## config.mk

```make
export PLATFORM = sky130hd
export DESIGN_NAME = stopgnt_seq
export DESIGN_NICKNAME = d
export VERILOG_FILES = /design/src/rtl/pwrseq_pkg.sv /design/src/rtl/pwrseq_sync.sv /design/src/rtl/pwrseq_fsm.sv /design/src/rtl/stopgnt_seq.sv
export SDC_FILE = /design/constraint.sdc
export NUM_CORES = 1
export LEC_CHECK = 0
export BUFFER_PORTS_ARGS = -buffer_cell sky130_fd_sc_hd__buf_2
export CAP_MARGIN = 20
export CORE_AREA = 2 2 39 41
export CTS_BUF_LIST = sky130_fd_sc_hd__clkbuf_16
export CTS_CLUSTER_DIAMETER = 200
export CTS_CLUSTER_SIZE = 25
export DETAILED_ROUTE_END_ITERATION = 7
export DIE_AREA = 0 0 41 43
export GPL_TIMING_DRIVEN = 1
export MAX_ROUTING_LAYER = met4
export PLACE_DENSITY = 0.51
export SETUP_SLACK_MARGIN = 0.2
export SYNTH_ARGS = -nofsm -noshare
export SYNTH_HDL_FRONTEND = slang
export SYNTH_SLANG_ARGS = --single-unit
```

## constraint.sdc

```tcl
create_clock -name clk -period 2.1 [get_ports clk]
set_input_delay 0.42 -clock clk [delete_from_list [all_inputs] [get_ports clk]]
set_output_delay 0.42 -clock clk [all_outputs]
set_load 0.02 [all_outputs]
```

## src/rtl/pwrseq_pkg.sv

```systemverilog
package pwrseq_pkg;
  localparam int PS_W = 3;

  typedef enum logic [PS_W-1:0] {
    PS_RUN        = 3'd0,
    PS_WAIT_BND   = 3'd1,
    PS_FLUSH      = 3'd2,
    PS_DRAIN      = 3'd3,
    PS_ACK        = 3'd4,
    PS_WAIT_QUAL  = 3'd5,
    PS_STOP_GRANT = 3'd6,
    PS_WAKE       = 3'd7
  } pwr_state_e;
endpackage

```

## src/rtl/pwrseq_sync.sv

```systemverilog
module pwrseq_sync #(
  parameter int   STAGES  = 2,
  parameter logic RST_VAL = 1'b0
) (
  input  logic clk,
  input  logic rst_n,
  input  logic din,
  output logic dout
);
  localparam int TOP = STAGES - 1;

  logic [TOP:0] chain_q;

  always_ff @(posedge clk or negedge rst_n) begin
    if (!rst_n) chain_q <= {STAGES{RST_VAL}};
    else        chain_q <= {chain_q[TOP-1:0], din};
  end

  assign dout = chain_q[TOP];
endmodule

```

## src/rtl/pwrseq_fsm.sv

```systemverilog
module pwrseq_fsm
  import pwrseq_pkg::*;
(
  input  logic       clk,
  input  logic       rst_n,
  input  logic       stop_rq,
  input  logic       retire_bnd,
  input  logic       flush_done,
  input  logic       bus_idle,
  input  logic       sg_rdy,
  input  logic       wb_empty,
  input  logic       wb_chk_en,
  output pwr_state_e state_o,
  output logic       flush_req,
  output logic       sg_cyc_req,
  output logic       core_clk_en,
  output logic       resume
);
  pwr_state_e state_q, state_d;
  logic       state_en;
  logic       wb_seen_q, wb_seen_d;
  logic       resume_d, resume_q;
  logic       wb_ok;

  assign wb_ok = !wb_chk_en || wb_empty || wb_seen_q;

  always_comb begin
    state_d = state_q;
    case (state_q)
      PS_RUN:        if (stop_rq) state_d = PS_WAIT_BND;
      PS_WAIT_BND: begin
        if (!stop_rq)        state_d = PS_RUN;
        else if (retire_bnd) state_d = PS_FLUSH;
      end
      PS_FLUSH:      if (flush_done) state_d = PS_DRAIN;
      PS_DRAIN:      if (bus_idle)   state_d = PS_ACK;
      PS_ACK:        if (sg_rdy)     state_d = wb_ok ? PS_STOP_GRANT : PS_WAIT_QUAL;
      PS_WAIT_QUAL:  if (wb_ok)      state_d = PS_STOP_GRANT;
      PS_STOP_GRANT: if (!stop_rq)   state_d = PS_WAKE;
      PS_WAKE:                       state_d = PS_RUN;
      default:                       state_d = PS_RUN;
    endcase
  end

  assign state_en  = (state_d != state_q);
  assign wb_seen_d = (state_q == PS_ACK) ? (wb_seen_q | (wb_chk_en & wb_empty)) : 1'b0;
  assign resume_d  = (state_q == PS_WAKE);

  always_ff @(posedge clk or negedge rst_n) begin
    if (!rst_n) begin
      state_q   <= PS_RUN;
      wb_seen_q <= 1'b0;
      resume_q  <= 1'b0;
    end else begin
      if (state_en) state_q <= state_d;
      wb_seen_q <= wb_seen_d;
      resume_q  <= resume_d;
    end
  end

  assign state_o     = state_q;
  assign flush_req   = (state_q == PS_FLUSH);
  assign sg_cyc_req  = (state_q == PS_ACK);
  assign core_clk_en = (state_q != PS_STOP_GRANT);
  assign resume      = resume_q;


  withdraw_no_flush_chk: assert property (@(posedge clk) disable iff (!rst_n)
    ($past(state_q) == PS_WAIT_BND && state_q == PS_RUN) |-> !$past(stop_rq));


  drain_after_flush_chk: assert property (@(posedge clk) disable iff (!rst_n)
    (state_q == PS_DRAIN && $past(state_q) != PS_DRAIN) |->
      ($past(state_q) == PS_FLUSH && $past(flush_done)));


  ack_held_chk: assert property (@(posedge clk) disable iff (!rst_n)
    (sg_cyc_req && !sg_rdy) |=> sg_cyc_req);


  gate_after_ready_chk: assert property (@(posedge clk) disable iff (!rst_n)
    ($fell(core_clk_en)) |->
      (($past(state_q) == PS_ACK && $past(sg_rdy)) || $past(state_q) == PS_WAIT_QUAL));


  wb_qual_chk: assert property (@(posedge clk) disable iff (!rst_n)
    ($past(state_q) == PS_WAIT_QUAL && state_q == PS_STOP_GRANT) |->
      $past(wb_empty || !wb_chk_en));


  wake_order_chk: assert property (@(posedge clk) disable iff (!rst_n)
    $rose(resume) |-> (core_clk_en && $past(core_clk_en) && state_q == PS_RUN));
endmodule

```

## src/rtl/stopgnt_seq.sv

```systemverilog
module stopgnt_seq
  import pwrseq_pkg::*;
#(
  parameter int SYNC_STAGES = 2,
  parameter int RST_STAGES  = 2
) (
  input  logic            clk,
  input  logic            rst_n,
  input  logic            stop_req_n,
  input  logic            retire_bnd,
  input  logic            flush_done,
  input  logic            bus_idle,
  input  logic            sg_rdy,
  input  logic            wb_empty,
  input  logic            wb_chk_en,
  output logic            flush_req,
  output logic            sg_cyc_req,
  output logic            core_clk_en,
  output logic            resume,
  output logic [PS_W-1:0] pwr_state
);
  logic       rst_int_n;
  logic       req_n_sync;
  pwr_state_e state;

  pwrseq_sync #(.STAGES(RST_STAGES), .RST_VAL(1'b0)) u_rst_sync (
    .clk  (clk),
    .rst_n(rst_n),
    .din  (1'b1),
    .dout (rst_int_n)
  );

  pwrseq_sync #(.STAGES(SYNC_STAGES), .RST_VAL(1'b1)) u_req_sync (
    .clk  (clk),
    .rst_n(rst_int_n),
    .din  (stop_req_n),
    .dout (req_n_sync)
  );

  pwrseq_fsm u_fsm (
    .clk        (clk),
    .rst_n      (rst_int_n),
    .stop_rq    (~req_n_sync),
    .retire_bnd (retire_bnd),
    .flush_done (flush_done),
    .bus_idle   (bus_idle),
    .sg_rdy     (sg_rdy),
    .wb_empty   (wb_empty),
    .wb_chk_en  (wb_chk_en),
    .state_o    (state),
    .flush_req  (flush_req),
    .sg_cyc_req (sg_cyc_req),
    .core_clk_en(core_clk_en),
    .resume     (resume)
  );

  assign pwr_state = state;


  stop_grant_hold_chk: assert property (@(posedge clk) disable iff (!rst_int_n)
    ($past(state) == PS_STOP_GRANT) |->
      (state == PS_STOP_GRANT || state == PS_WAKE));
endmodule

```

==> results.yml, run 1 <==
synthesis:
  synth_commonest_cells: "7 x dfrtp_1, 4 x nand2_1, 3 x nor2_1"
  most_common_cell_in_the_synthesized_netlist: "dfrtp_1"
  post-synth-top-area-fraction_pct: 43.8
  synth_warnings: 0
  syn_avg_cell_area_um2: 10.8
  synth_area_leaders: "dfrtp_1 44%, dfstp_2 13%, a211o_1 4.4%"
  syn_area_um2: 400
  post_synth_inst_count: 37
  share_of_synthesized_area_occupied_by_flip_flops_and_latches_pct: 56.9
  dominantRegCellSynth: "dfrtp_1"
  cell_type_with_the_largest_total_area_after_synthesis: "dfrtp_1"
  syn-num-nets: 46
  synth-edff-count: 0
  number_of_unique_standard_cell_types_used_by_synthesis: 20
  async_flop_share_pct: 100
  synth-seq-cells: 9
worst_setup_path:
  critical-path-top-delay-family: "flip-flops"
  worstPathMaxFanout: 11
  setup.worst_path.end_class: "output pin"
  worst-endpoint-arrival_ns: 1.21
  path_cells: "nor2b_1 -> and2b_1 -> buf_2"
  worst_r2r_end: "u_fsm.state_o[0]$_DFFE_PN0P_"
  critical_path.slowest_cell: "dfrtp_1"
  setup.reg_to_reg.worst_slack_ns: 0.83
  ff2ff_path_depth: 2
  worst-path-buf-inv: 1
  critical_path.reg2reg.startpoint: "u_fsm.state_o[2]$_DFFE_PN0P_"
  critPathLaunchType: "flop"
  cpPeakStageDelay_ns: 0.47
  cp.required_ns: 1.68
  critPathKind: "flop to output pin"
global_routing:
  grt_antenna_before_repair: 0
  grt_pass1_wl_um: 1270
  grt_usage_pct: 11.5
  grt.overflow.total: 0
  first_global_vias: 301
  gr-usage-met3_pct: 4.71
  groute.layer.met2.usage_pct: 17.2
  globalRouteMet1Util_pct: 12.4
  grt_start_max_net_pins: 12
  grt_most_used_layer: "met2"
sta:
  timing_hold_violations_final: 0
  fin_skew_ns: 0.00274
  grt_setup_unrepaired: "false"
  fmax_mhz: 615
  finalMaxSlewViolations: 0
  layout_setup_ws_ns: 0.473
  timing.final.crit_period_ns: 1.63
  fin_setup_tns_ns: 0
  post-route-period-util_pct: 77.5
  final-setup-viol-count: 0
clock_network:
  postCtsSetupBuffers: 0
  clock-root-buffer: "clkbuf_16"
  cts.reportedPaths.clkPinSlew_ns: 0.04
  tritoncts: "built"
  cts_made_buffers: 3
  cts_max_path_buffers: 2
  cts.hold.buffers_added: 1
  cts-htree-levels: 1
  post_cts_resized: 0
  clock-sinks: 9
  clock_insertion_delay_worst_skew_ns: 0.23
power_and_ir_drop:
  power-per-cell-area_mw_per_mm2: 1510
  report.power.total_uw: 855
  vdd_drop_max_mv: 0.730
  leakagePower_nw: 0.285
finish:
  drive_gt1_share_pct: 38.2
  syn2layout_area_growth_pct: 41.9
  antennaDiodeCount: 0
  final_nets: 65
floorplan:
  core_region_area_mm2: 0.00138
  ioPinCount: 16
  width_of_the_die_um: 41
  die_height_um: 43
  floorplan.initialDensity_pct: 28.9
  placementRows: 14
  die_area_mm2: 0.00176
placement:
  dp.final_hpwl_um: 570
  port-buffer-count: 15
  globalplace.congestion: 0.721
  dp_slack_ns: 0.709
route:
  drtIter0Drc: 4
  drc_errors_left: 0
  detailedRoute.firstPassIterationCount: 4
  totalWireLength_um: 741
  wire_per_inst_um: 10.4
  average_vias_per_placed_instance: 4.49
  total_vias_in_the_final_route: 319
  route.antenna.remaining_nets: 0
status:
  run_status: "finished clean"
min_path:
  hold_path.class: "flop to async pin"
flow_run:
  maxCapViolCount: 0
==> report_power, final <==
group | leakage [nW] | switching, mW | internal [mW] | total (mW)
sequential | 0.109 | 0.0688 | 0.212 | 0.281
combinational | 0.134 | 0.137 | 0.111 | 0.248
clock | 0.0423 | 0.0778 | 0.248 | 0.326
total | 0.285 | 0.284 | 0.571 | 0.855
==> layout make-up <==
type	count	area [µm²]
flip-flops and latches	9	228
multi-input cells	26	156
repair buffers	16	85.1
well taps	16	20.0
clock buffers	3	75.1
fillers	135	816
clock inverters	1	3.75
==> cells in the final DEF, fill, tap and decap left out, types with 2 or more instances in the layout <==
master     count
nor3_1         2
buf_2         15
nor2_1         3
dfstp_2        2
nand2b_1       2
dfrtp_1        7
clkbuf_16      3
nand2_1        4
o21ai_0        2
a21oi_1        2
a211o_1        2
==> state kept, by name, summed over array words and instances, names as in the netlist <==
name and cells:
u_fsm.resume 1, u_fsm.wb_seen_q 1, u_rst_sync.chain_q 2, u_fsm.state_o 3, u_req_sync.chain_q 2
==> worst max-delay path by stage <==
stage	from	end	cells after the start
floorplan	u_fsm.state_o[0]$_DFFE_PN0P_	flush_req	3
global placement	u_fsm.state_o[1]$_DFFE_PN0P_	flush_req	3
detailed placement	u_fsm.state_o[0]$_DFFE_PN0P_	flush_req	3
CTS	u_fsm.state_o[0]$_DFFE_PN0P_	flush_req	3
global route	u_fsm.state_o[1]$_DFFE_PN0P_	flush_req	3
finish	u_fsm.state_o[0]$_DFFE_PN0P_	flush_req	3
==> logic make-up (layout without fill, tap and decap cells) <==
family	after synthesis	after routing	share of synthesized area, %
simple gates	17	17	22.5
flops	9	9	56.9
compound gates	7	7	11.9
buf+inv	2	20	4.06
other cells	1	1	0.937
mux	1	1	3.75
==> metal layers <==
metal,routed length [µm],vias up
li1,-,161
met1,282,145
met2,387,9
met3,53,4
met4,18,0
met5,0,-
==> worst register-to-register path: stages, from the launching register on <==
cell,delay (ns)
dfrtp_1,0.52
mux2_4,0.33
a221o_1,0.30
==> metrics by stage <==
| stage | instance area, µm² | utilization (%) | cells | hold WS (ns) |
|---|---|---|---|---|
| 4_1_cts | 568 | 41.0 | 71 | 0.123 |
| 5_1_grt | 568 | 41.0 | 71 | 0.142 |
| 2_1_floorplan | 400 | - | 37 | 0.0800 |
| 6_report | 568 | 41.0 | 71 | 0.106 |
| 3_5_place_dp | 479 | 34.6 | 66 | 0.114 |
| 3_3_place_gp | 479 | 34.6 | 66 | 0.113 |
Power figures use the tool's default switching activity.
==> inputs of run 2 (changes only) <==
- clock period: 2.1 -> 1.65 ns (I/O delays scaled with it)
==> results.yml, run 2 (same netlist as run 1, synthesis figures left out) <==
sta:
  fin_skew_ns: 0.00180
  grt_setup_unrepaired: "false"
  finalMaxSlewViolations: 0
  timing_hold_violations_final: 0
  fin_hold_ws_ns: 0.104
  final-setup-viol-count: 0
  timing.final.crit_period_ns: 1.41
  post-route-period-util_pct: 85.6
  layout_setup_ws_ns: 0.237
  fmax_mhz: 708
  fin_setup_tns_ns: 0
clock_network:
  clock-sinks: 9
  clock-root-buffer: "clkbuf_16"
  cts_max_path_buffers: 2
  tritoncts: "built"
  cts_made_buffers: 3
  cts-htree-levels: 1
  cts.reportedPaths.clkPinSlew_ns: 0.04
  clock_insertion_delay_worst_skew_ns: 0.23
worst_setup_path:
  setup.worst_path.end_class: "output pin"
  critical-path-top-delay-family: "flip-flops"
  worstPathMaxFanout: 3
  worstSetupPathDepth: 3
  cpPeakStageDelay_ns: 0.40
  ff2ff_path_depth: 3
  critPathLaunchType: "flop"
  critPathKind: "flop to output pin"
  worst-path-buf-inv: 1
  cp.required_ns: 1.32
  path_cells: "nor2b_2 -> and2b_1 -> buf_2"
  critical_path.slowest_cell: "dfrtp_2"
  worst-endpoint-arrival_ns: 1.08
finish:
  multiInputGateArea_um2: 159
  largest_reg_flops: 3
  final_cell_mix: "14 x buf_2, 6 x buf_4, 4 x nand2_1, 4 x dfrtp_1"
  fillerInstances: 139
  drive_gt1_share_pct: 50.0
  syn2layout_area_growth_pct: 53.4
  layout.cells.most_common: "buf_2"
  total_area_of_sequential_cells_um2: 231
  final_nets: 70
  antennaDiodeCount: 0
route:
  drc_errors_left: 0
  detailedRoute.firstPassIterationCount: 3
  average_vias_per_placed_instance: 4.47
  route.antenna.remaining_nets: 0
  wire_per_inst_um: 10.2
  totalWireLength_um: 773
  drtIter0Drc: 4
  total_vias_in_the_final_route: 340
floorplan:
  ioPinCount: 16
  placementRows: 14
  die_area_mm2: 0.00176
  width_of_the_die_um: 41
  floorplan.initialDensity_pct: 28.9
  die_height_um: 43
  core_region_area_mm2: 0.00138
global_routing:
  grt_antenna_before_repair: 0
  gr-usage-met3_pct: 4.71
  grt_usage_pct: 11.4
  groute.layer.met2.usage_pct: 16.6
  globalRouteMet1Util_pct: 13.0
  grt_pass1_wl_um: 1280
  grt.overflow.total: 0
  grt_start_max_net_pins: 12
  first_global_vias: 311
  grt_most_used_layer: "met2"
flow_run:
  maxCapViolCount: 0
placement:
  port-buffer-count: 15
  dp.final_hpwl_um: 567
  globalplace.congestion: 0.721
  dp_slack_ns: 0.346
power_and_ir_drop:
  power-per-cell-area_mw_per_mm2: 1930
  vdd_drop_max_mv: 1.00
  leakagePower_nw: 0.308
min_path:
  hold_path.class: "flop to async pin"
status:
  run_status: "finished clean"
run 2: through the flow:
| stage | util [%] | power [mW] | cell area, µm² | cells |
|---|---|---|---|---|
| final | 44.4 | 1.19 | 614 | 76 |
| after global routing | 44.4 | 1.26 | 614 | 76 |
| after CTS | 43.1 | 1.17 | 597 | 74 |
| after detailed placement | 34.6 | 0.679 | 479 | 66 |
| after global placement | 34.6 | 0.675 | 479 | 66 |
| after floorplan | - | 0.598 | 400 | 37 |
run 2: report_power, final:
| group | total [mW] | switching (mW) | internal [mW] |
|---|---|---|---|
| logic | 0.446 | 0.230 | 0.217 |
| registers | 0.329 | 0.0519 | 0.277 |
| clock network | 0.413 | 0.0972 | 0.316 |
| total | 1.19 | 0.379 | 0.809 |
run 2: final cells by class:
| class | count | share of cell area (%) |
|---|---|---|
| well taps | 16 | 3.26 |
| flip-flops and latches | 9 | 37.7 |
| clock buffers | 3 | 12.2 |
| multi-input cells | 26 | 25.9 |
| repair buffers | 21 | 20.4 |
| clock inverters | 1 | 0.611 |
run 2: final timing paths:
kind                                                      start                         endpoint  slack [ns]
worst max register to register     u_fsm.state_o[2]$_DFFE_PN0P_     u_fsm.state_o[0]$_DFFE_PN0P_        0.34
worst min-delay path            u_rst_sync.chain_q[1]$_DFF_PN0_           u_fsm.resume$_DFF_PN0_        0.10
worst min register to register  u_rst_sync.chain_q[1]$_DFF_PN0_           u_fsm.resume$_DFF_PN0_        0.10
max in group asynchronous                                 rst_n  u_rst_sync.chain_q[0]$_DFF_PN0_        1.15
worst max-delay path               u_fsm.state_o[1]$_DFFE_PN0P_                        flush_req        0.24
min in group clk                                     stop_req_n  u_req_sync.chain_q[0]$_DFF_PN1_        0.20
run 2: what timing repair did:
action | 4_1_cts | 5_1_grt
endpoints found under the hold margin | 2 | 0
resized for setup | 4 | 1
endpoints found under the setup margin | 3 | 1
buffers inserted | 3 | 2
hold buffers | 1 | 0
run 2: routing by layer:
metal | up-vias | part of all wire [%] | wire [µm]
li1 | 172 | - | -
met1 | 155 | 42 | 325
met2 | 9 | 49 | 376
met3 | 4 | 6.7 | 52
met4 | 0 | 2.3 | 18
met5 | - | 0 | 0
run 2: worst reg2reg max path, stage by stage, from the launching register on:
cell and delay (ns):
dfrtp_2 0.45, buf_4 0.15, mux2_4 0.28, a221o_1 0.30
